`config.mk`:
```
export PLATFORM = sky130hd
export DESIGN_NAME = osc_freq_seq
export DESIGN_NICKNAME = d
export VERILOG_FILES = /design/src/rtl/osc_seq_pkg.sv /design/src/rtl/osc_seq_range.sv /design/src/rtl/osc_seq_timer.sv /design/src/rtl/osc_seq_pack.sv /design/src/rtl/osc_freq_seq.sv
export SDC_FILE = /design/constraint.sdc
export NUM_CORES = 1
export LEC_CHECK = 0
export BUFFER_PORTS_ARGS = -buffer_cell sky130_fd_sc_hd__buf_4
export CAP_MARGIN = 30
export CORE_MARGIN = 4
export CORE_UTILIZATION = 57
export DETAILED_ROUTE_END_ITERATION = 8
export GPL_ROUTABILITY_DRIVEN = 0
export GPL_TIMING_DRIVEN = 0
export PLACE_DENSITY = 0.88
export SYNTH_ARGS = -nofsm -noshare
export SYNTH_HDL_FRONTEND = slang
export SYNTH_HIERARCHICAL = 1
export SYNTH_SLANG_ARGS = --single-unit
```
`constraint.sdc`:
```
create_clock -name clk_i -period 5 [get_ports clk_i]
set_input_delay 0 -clock clk_i [delete_from_list [all_inputs] [get_ports clk_i]]
set_output_delay 0 -clock clk_i [all_outputs]
set_load 0.02 [all_outputs]
```
`src/rtl/osc_seq_pkg.sv`:
```
package osc_seq_pkg;

  localparam int unsigned N_W = 7;
  localparam int unsigned F_W = 17;
  localparam int unsigned M_W = 8;
  localparam int unsigned A_W = 8;
  localparam int unsigned D_W = 8;

  typedef enum logic [1:0] {
    ST_IDLE,
    ST_WRITE,
    ST_WAIT
  } seq_state_e;

  // step order is the write order; freq steps map to FREQ_BASE + step - 1
  typedef enum logic [2:0] {
    STEP_HIB_ON  = 3'd0,
    STEP_F_LO    = 3'd1,
    STEP_F_MID   = 3'd2,
    STEP_N_FHI   = 3'd3,
    STEP_M1      = 3'd4,
    STEP_M2      = 3'd5,
    STEP_HIB_OFF = 3'd6
  } step_e;

  typedef struct packed {
    logic [N_W-1:0] n;
    logic [F_W-1:0] f;
    logic [M_W-1:0] m1;
    logic [M_W-1:0] m2;
  } div_cfg_t;

endpackage

```
`src/rtl/osc_seq_range.sv`:
```
module osc_seq_range
  import osc_seq_pkg::*;
#(
  parameter bit          DUAL_OUT = 1'b1,
  parameter int unsigned M_MIN    = 2,
  parameter int unsigned M_MAX    = 127
) (
  input  logic [M_W-1:0] m1_i,
  input  logic [M_W-1:0] m2_i,
  output logic           ok_o
);

  function automatic logic in_rng(input logic [M_W-1:0] m);
    return (32'(m) >= M_MIN) && (32'(m) <= M_MAX);
  endfunction

  generate
    if (DUAL_OUT) begin : g_dual
      assign ok_o = in_rng(m1_i) && in_rng(m2_i);
    end else begin : g_single
      assign ok_o = in_rng(m1_i);
    end
  endgenerate

endmodule

```
`src/rtl/osc_seq_timer.sv`:
```
module osc_seq_timer #(
  parameter int unsigned CYCLES = 1
) (
  input  logic clk_i,
  input  logic rst_ni,
  input  logic start_i,
  output logic expire_o
);

  localparam int unsigned CNT_W = (CYCLES > 1) ? $clog2(CYCLES) : 1;

  logic [CNT_W-1:0] cnt_q;
  logic             run_q;

  always_ff @(posedge clk_i or negedge rst_ni) begin
    if (!rst_ni) begin
      run_q <= 1'b0;
      cnt_q <= '0;
    end else if (start_i) begin
      run_q <= 1'b1;
      cnt_q <= CNT_W'(CYCLES - 1);
    end else if (run_q) begin
      if (cnt_q == '0) run_q <= 1'b0;
      else             cnt_q <= cnt_q - 1'b1;
    end
  end

  assign expire_o = run_q && (cnt_q == '0);

endmodule

```
`src/rtl/osc_seq_pack.sv`:
```
module osc_seq_pack
  import osc_seq_pkg::*;
#(
  parameter bit             DUAL_OUT  = 1'b1,
  parameter logic [A_W-1:0] CTRL_ADDR = 8'h10,
  parameter int unsigned    HIB_BIT   = 5,
  parameter logic [A_W-1:0] FREQ_BASE = 8'h13
) (
  input  step_e          step_i,
  input  div_cfg_t       cfg_i,
  input  logic [D_W-1:0] shadow_i,
  output logic [A_W-1:0] addr_o,
  output logic [D_W-1:0] data_o
);

  localparam logic [D_W-1:0] HIB_MASK = D_W'(1) << HIB_BIT;

  logic [D_W-1:0] m2_byte;

  generate
    if (DUAL_OUT) begin : g_m2
      assign m2_byte = cfg_i.m2;
    end else begin : g_no_m2
      assign m2_byte = '0;
    end
  endgenerate

  always_comb begin
    addr_o = FREQ_BASE + A_W'(step_i) - A_W'(1);
    data_o = '0;
    unique case (step_i)
      STEP_HIB_ON: begin
        addr_o = CTRL_ADDR;
        data_o = shadow_i | HIB_MASK;
      end
      STEP_F_LO:  data_o = cfg_i.f[7:0];
      STEP_F_MID: data_o = cfg_i.f[15:8];
      STEP_N_FHI: data_o = {cfg_i.n, cfg_i.f[16]};
      STEP_M1:    data_o = cfg_i.m1;
      STEP_M2:    data_o = m2_byte;
      default: begin
        addr_o = CTRL_ADDR;
        data_o = shadow_i & ~HIB_MASK;
      end
    endcase
  end

endmodule

```
`src/rtl/osc_freq_seq.sv`:
```
module osc_freq_seq
  import osc_seq_pkg::*;
#(
  parameter int unsigned    CLK_HZ    = 50_000_000,
  parameter int unsigned    WAIT_NS   = 100_000,
  parameter bit             DUAL_OUT  = 1'b1,
  parameter logic [A_W-1:0] CTRL_ADDR = 8'h10,
  parameter int unsigned    HIB_BIT   = 5,
  parameter logic [A_W-1:0] FREQ_BASE = 8'h13,
  parameter logic [D_W-1:0] CTRL_RST  = 8'h00,
  parameter int unsigned    M_MIN     = 2,
  parameter int unsigned    M_MAX     = 127
) (
  input  logic           clk_i,
  input  logic           rst_ni,
  input  logic           req_i,
  input  logic [N_W-1:0] n_i,
  input  logic [F_W-1:0] f_i,
  input  logic [M_W-1:0] m1_i,
  input  logic [M_W-1:0] m2_i,
  output logic           busy_o,
  output logic           done_o,
  output logic           err_o,
  output logic           wr_req_o,
  output logic [A_W-1:0] wr_addr_o,
  output logic [D_W-1:0] wr_data_o,
  input  logic           wr_ack_i
);

  localparam longint unsigned WAIT_PROD = longint'(CLK_HZ) * longint'(WAIT_NS);
  localparam int unsigned WAIT_RAW =
    int'((WAIT_PROD + 64'd999_999_999) / 64'd1_000_000_000);
  localparam int unsigned WAIT_CYC = (WAIT_RAW < 1) ? 1 : WAIT_RAW;
  localparam step_e LAST_FREQ = DUAL_OUT ? STEP_M2 : STEP_M1;

  seq_state_e     state_q;
  step_e          step_q;
  div_cfg_t       cfg_q;
  logic [D_W-1:0] shadow_q;
  logic           done_q, err_q;
  logic           cfg_ok, wait_done, ack_hib_on, ctrl_step;

  osc_seq_range #(
    .DUAL_OUT (DUAL_OUT),
    .M_MIN    (M_MIN),
    .M_MAX    (M_MAX)
  ) u_range (
    .m1_i (m1_i),
    .m2_i (m2_i),
    .ok_o (cfg_ok)
  );

  osc_seq_pack #(
    .DUAL_OUT  (DUAL_OUT),
    .CTRL_ADDR (CTRL_ADDR),
    .HIB_BIT   (HIB_BIT),
    .FREQ_BASE (FREQ_BASE)
  ) u_pack (
    .step_i   (step_q),
    .cfg_i    (cfg_q),
    .shadow_i (shadow_q),
    .addr_o   (wr_addr_o),
    .data_o   (wr_data_o)
  );

  assign ack_hib_on = (state_q == ST_WRITE) && wr_ack_i && (step_q == STEP_HIB_ON);

  osc_seq_timer #(
    .CYCLES (WAIT_CYC)
  ) u_timer (
    .clk_i    (clk_i),
    .rst_ni   (rst_ni),
    .start_i  (ack_hib_on),
    .expire_o (wait_done)
  );

  assign ctrl_step = (step_q == STEP_HIB_ON) || (step_q == STEP_HIB_OFF);

  always_ff @(posedge clk_i or negedge rst_ni) begin
    if (!rst_ni) begin
      state_q  <= ST_IDLE;
      step_q   <= STEP_HIB_ON;
      cfg_q    <= '0;
      shadow_q <= CTRL_RST;
      done_q   <= 1'b0;
      err_q    <= 1'b0;
    end else begin
      done_q <= 1'b0;
      err_q  <= 1'b0;
      unique case (state_q)
        ST_IDLE: begin
          if (req_i) begin
            if (cfg_ok) begin
              cfg_q   <= '{n: n_i, f: f_i, m1: m1_i, m2: m2_i};
              step_q  <= STEP_HIB_ON;
              state_q <= ST_WRITE;
            end else begin
              err_q <= 1'b1;
            end
          end
        end
        ST_WRITE: begin
          if (wr_ack_i) begin
            // shadow follows what the target register now holds
            if (ctrl_step) shadow_q <= wr_data_o;
            if (step_q == STEP_HIB_ON) begin
              state_q <= ST_WAIT;
            end else if (step_q == STEP_HIB_OFF) begin
              state_q <= ST_IDLE;
              done_q  <= 1'b1;
            end else if (step_q == LAST_FREQ) begin
              step_q <= STEP_HIB_OFF;
            end else begin
              step_q <= step_e'(3'(step_q + 3'd1));
            end
          end
        end
        ST_WAIT: begin
          if (wait_done) begin
            state_q <= ST_WRITE;
            step_q  <= STEP_F_LO;
          end
        end
        default: state_q <= ST_IDLE;
      endcase
    end
  end

  assign busy_o   = (state_q != ST_IDLE);
  assign wr_req_o = (state_q == ST_WRITE);
  assign done_o   = done_q;
  assign err_o    = err_q;

endmodule

```
Yosys cells after proc, flatten, opt, wreduce, memory -nomap -nowiden
Cells that the tools add are included.

Input bits: 44. Output and inout bits: 20. Flip-flop bits (word level): 69.

Multiplexer cells: 30. Reductions and logical operators: 19. Eq/ne operators: 16. Magnitude comparators: 4. Add/sub/neg operators: 4.

Operators by type and width (number): 8-bit one-hot mux with 6 select lines (1); 13-bit two-way mux (3); 3-bit two-way mux (7); 8-bit by 2-bit >= comparator with 1-bit output (second input constant) (2); 8-bit by 7-bit <= comparator with 1-bit output (second input constant) (2); 13-bit zero test (1); 13-bit by 1-bit subtractor with 13-bit output (second input constant) (1); 2-bit two-way mux (6); 1-bit two-way mux (10); 2-bit inequality test (second input constant) (5); 3-bit == test (second input constant) (3); 3-bit one-hot mux with 3 select lines (1); 8-bit two-way mux (1); 8-bit by 1-bit subtractor with 8-bit output (second input constant) (1); 7-bit AND reduction (1); 5-bit by 3-bit adder with 6-bit output (first input constant) (1); 3-bit by 2-bit == test with 1-bit output (second input constant) (2); 1-bit logical AND (6); 2-bit one-hot mux with 3 select lines (1); 3-bit AND reduction (2); 5-bit AND reduction (1); 5-bit OR reduction (1); 2-bit by 1-bit inequality test with 1-bit output (second input constant) (2); 2-bit nonzero test (2); 10 further kinds (10).

Logic depth before layout (Yosys ltp)
Depth after elaboration: 6. Mapped depth: 10. Depth with buffers taken out: 9.

By module
Netlist, hierarchy kept.

Modules (own cells, without submodules): osc_freq_seq (times used 1, cells each 155, area an instance 2301.0 sq um); osc_seq_timer (times used 1, cells each 80, area an instance 798.3 sq um); osc_seq_pack (times used 1, cells each 82, area an instance 624.3 sq um); osc_seq_range (times used 1, cells each 5, area an instance 41.3 sq um).

Least setup slack after synthesis
Ideal clock, no wire load.

Path kind: reg-to-reg. Start point: register u_timer.cnt_q[5]. End point: register step_q[1]. Clock period less this slack: 2678 ps. Setup time: 122 ps. Cell stages (with the launch flop): 10. Data required time: 4878 ps. Setup slack: 2322 ps. Data arrival time: 2557 ps. Path buffers: 2. Path through: dfrtp_1 or4_4 buf_6 nor4_2 buf_2 and2_1 nor2b_1 a221o_1 or3_4 a32o_1.

Longest elaborated chain between the ends: 4.

RTL lines: start: declaration (line osc_seq_timer.sv:12) `logic [CNT_W-1:0] cnt_q;`; start signal: assignment (line osc_seq_timer.sv:21) `cnt_q <= CNT_W'(CYCLES - 1);`; start signal: assignment (line osc_seq_timer.sv:24) `else cnt_q <= cnt_q - 1'b1;`; 13-bit zero test (line osc_seq_timer.sv:28) `assign expire_o = run_q && (cnt_q == '0);`; 1-bit logical AND (line osc_seq_timer.sv:28); via wait_done (line osc_freq_seq.sv:41) `logic cfg_ok, wait_done, ack_hib_on, ctrl_step;`; 2-bit by 1-bit inequality test with 1-bit output (no line); 7-bit AND reduction (no line); end signal: assignment (line osc_freq_seq.sv:114) `step_q <= step_e'(3'(step_q + 3'd1));`; end: declaration (line osc_freq_seq.sv:37) `step_e step_q;`.

The timed path passes the listed nets, and every way through them passes these cells. A chain may end at the register's enable or synchronous reset.

Worst setup path after layout
Start point: register u_timer.cnt_q[1]. End point: register step_q[1].

Same word-level chain as after synthesis.

==> qor.yml <==
outcome: "finished, final reports clean"
crit_path_end_kind: "flip-flop"
io_buffers: 59
critPathArrivalTime_ns: 3.26
fmax_ghz: 0.331
mostFrequentLayoutCell: "dfrtp_1"
cts_buffer_depth: 2
worst_ep_required_time_ns: 5.24
slew_violations: 0
r2r_slack_ns: 1.98
instances_no_fill: 518
num_rows: 29
initial_utilization: 0.587
fill_cells: 376
avgSynthCellArea_sq_um: 11.7
setup_viol_count_final: 0
stdcell_area_sq_um: 4970
place_hpwl_um: 6200
post-route-util: 0.782
root_buffer: "clkbuf_8"
multi_input_area_sq_um: 1860
rsz0062_at_grt: "no"
grt_start_max_net_pins: 69
cp_max_fo: 10
die_x_um: 88.9
antenna_found_initial: 0
firstDrtPassIters: 5
clock_skew_ns: 0.0103
critical_path_class: "reg -> reg"
ir_worst_vdd_mv: 0.347
cts_tree: "yes"
ios: 64
htreeDepth: 3
die_h_um: 88.9
fin_total_pwr_mw: 2.52
clk_pin_slew_ns: 0.08
seq_area_sq_um: 1700
routed_wl_um: 10500
cts_num_sinks: 68
holdCritPathClass: "in -> async"
vias_per_cell: 6.09
place_inst: 458
post_cts_buffers: 0
cts_buffers: 9
antenna_cells: 0
place_area_sq_um: 4280
fin_crit_sh: 0.604
grt_pass1_vias: 3273
drive_above_1_share: 0.356
dieArea_sq_um: 7900
slew_headroom: 0.426
ant_nets: 0
cts_resized: 0
grt_overflow_total: 0
track_usage: 0.285
grt_pass1_wl_um: 16700
worstSkewPairLatency_ns: 0.35
yosys_warnings: 6
num-nets-final: 492
routedWlPerCell_um: 20.4
power.density_nw_per_um2: 508
tightest_slew_ns: 0.862
setup_tns_ns: 0
hold_violations: 0
cap_viol_max_count: 0
layout_common_cells: "dfrtp_1 (68), buf_4 (65), mux2_2 (54)"
drcViolationCount: 0
startpoint_type: "flip-flop"
syn2layout_area_growth_pct: 33.2
synth_cells: 320
period_needed_ns: 3.02
synthesis.area_sq_um: 3730
drt_iter0_drc: 275
vias: 3153
design.core.area_sq_um: 6350
power.leakage_nw: 2.18
## flip-flops by register name, summed over array words and instances (netlist names)
name / flops
state_q: 2
u_timer/cnt_q: 13
err_o: 1
done_o: 1
cfg_q: 40
u_timer/run_q: 1
shadow_q: 7
step_q: 3
## through the flow
step                      hold WS [ns]  worst slack, ns
after floorplan                 -0.296             2.32
after global placement           0.167             2.12
after detailed placement         0.157             2.06
after CTS                        0.328             2.04
after global routing             0.388             1.85
final                            0.292             1.98
## power by group
| part | internal [mW] | switching [mW] |
|---|---|---|
| combinational | 0.496 | 0.495 |
| sequential | 0.786 | 0.164 |
| clock | 0.358 | 0.221 |
| total | 1.64 | 0.880 |
## worst max-delay path, stage by stage (launching register included)
cell,delay [ns]
dfrtp_1,0.40
inv_1,0.15
ha_1,0.16
or4b_1,0.51
nor4_2,0.27
buf_2,0.27
and2_1,0.17
nor2b_1,0.06
a221o_1,0.34
or3_4,0.37
a32o_1,0.21
## final cells by class
type                       instances  share of cell area
buffer                            22              0.0275
timing repair buffer             103               0.178
multi-input combinational        223               0.375
tap                               77              0.0194
clock inverter                     4              0.0191
clock buffer                      12              0.0312
sequential                        68               0.343
inverter                           9             0.00680
## layer usage
| layer | global-route usage | share of wire |
|---|---|---|
| met2 | 0.493 | 0.53 |
| met5 | 0 | 0 |
| met1 | 0.346 | 0.38 |
| met4 | 0.114 | 0.033 |
| met3 | 0.0596 | 0.057 |
## path summary, 6_finish.rpt
kind	start	end	cells past startpoint
setup / recovery	u_timer/cnt_q[1]	step_q[1]	10
min in group clk_i	f_i[4]	cfg_q[20]	3
hold reg to reg	cfg_q[0]	cfg_q[0]	1
max in group asynchronous	rst_ni	cfg_q[15]	2
setup reg to reg	u_timer/cnt_q[1]	step_q[1]	10
hold / removal	rst_ni	cfg_q[19]	2
## repair_timing
item	CTS	global route
hold endpoints to repair	110	0
hold buffers	44	0
setup endpoints to repair	0	0
Note: power is estimated with default switching activity, not from simulation.
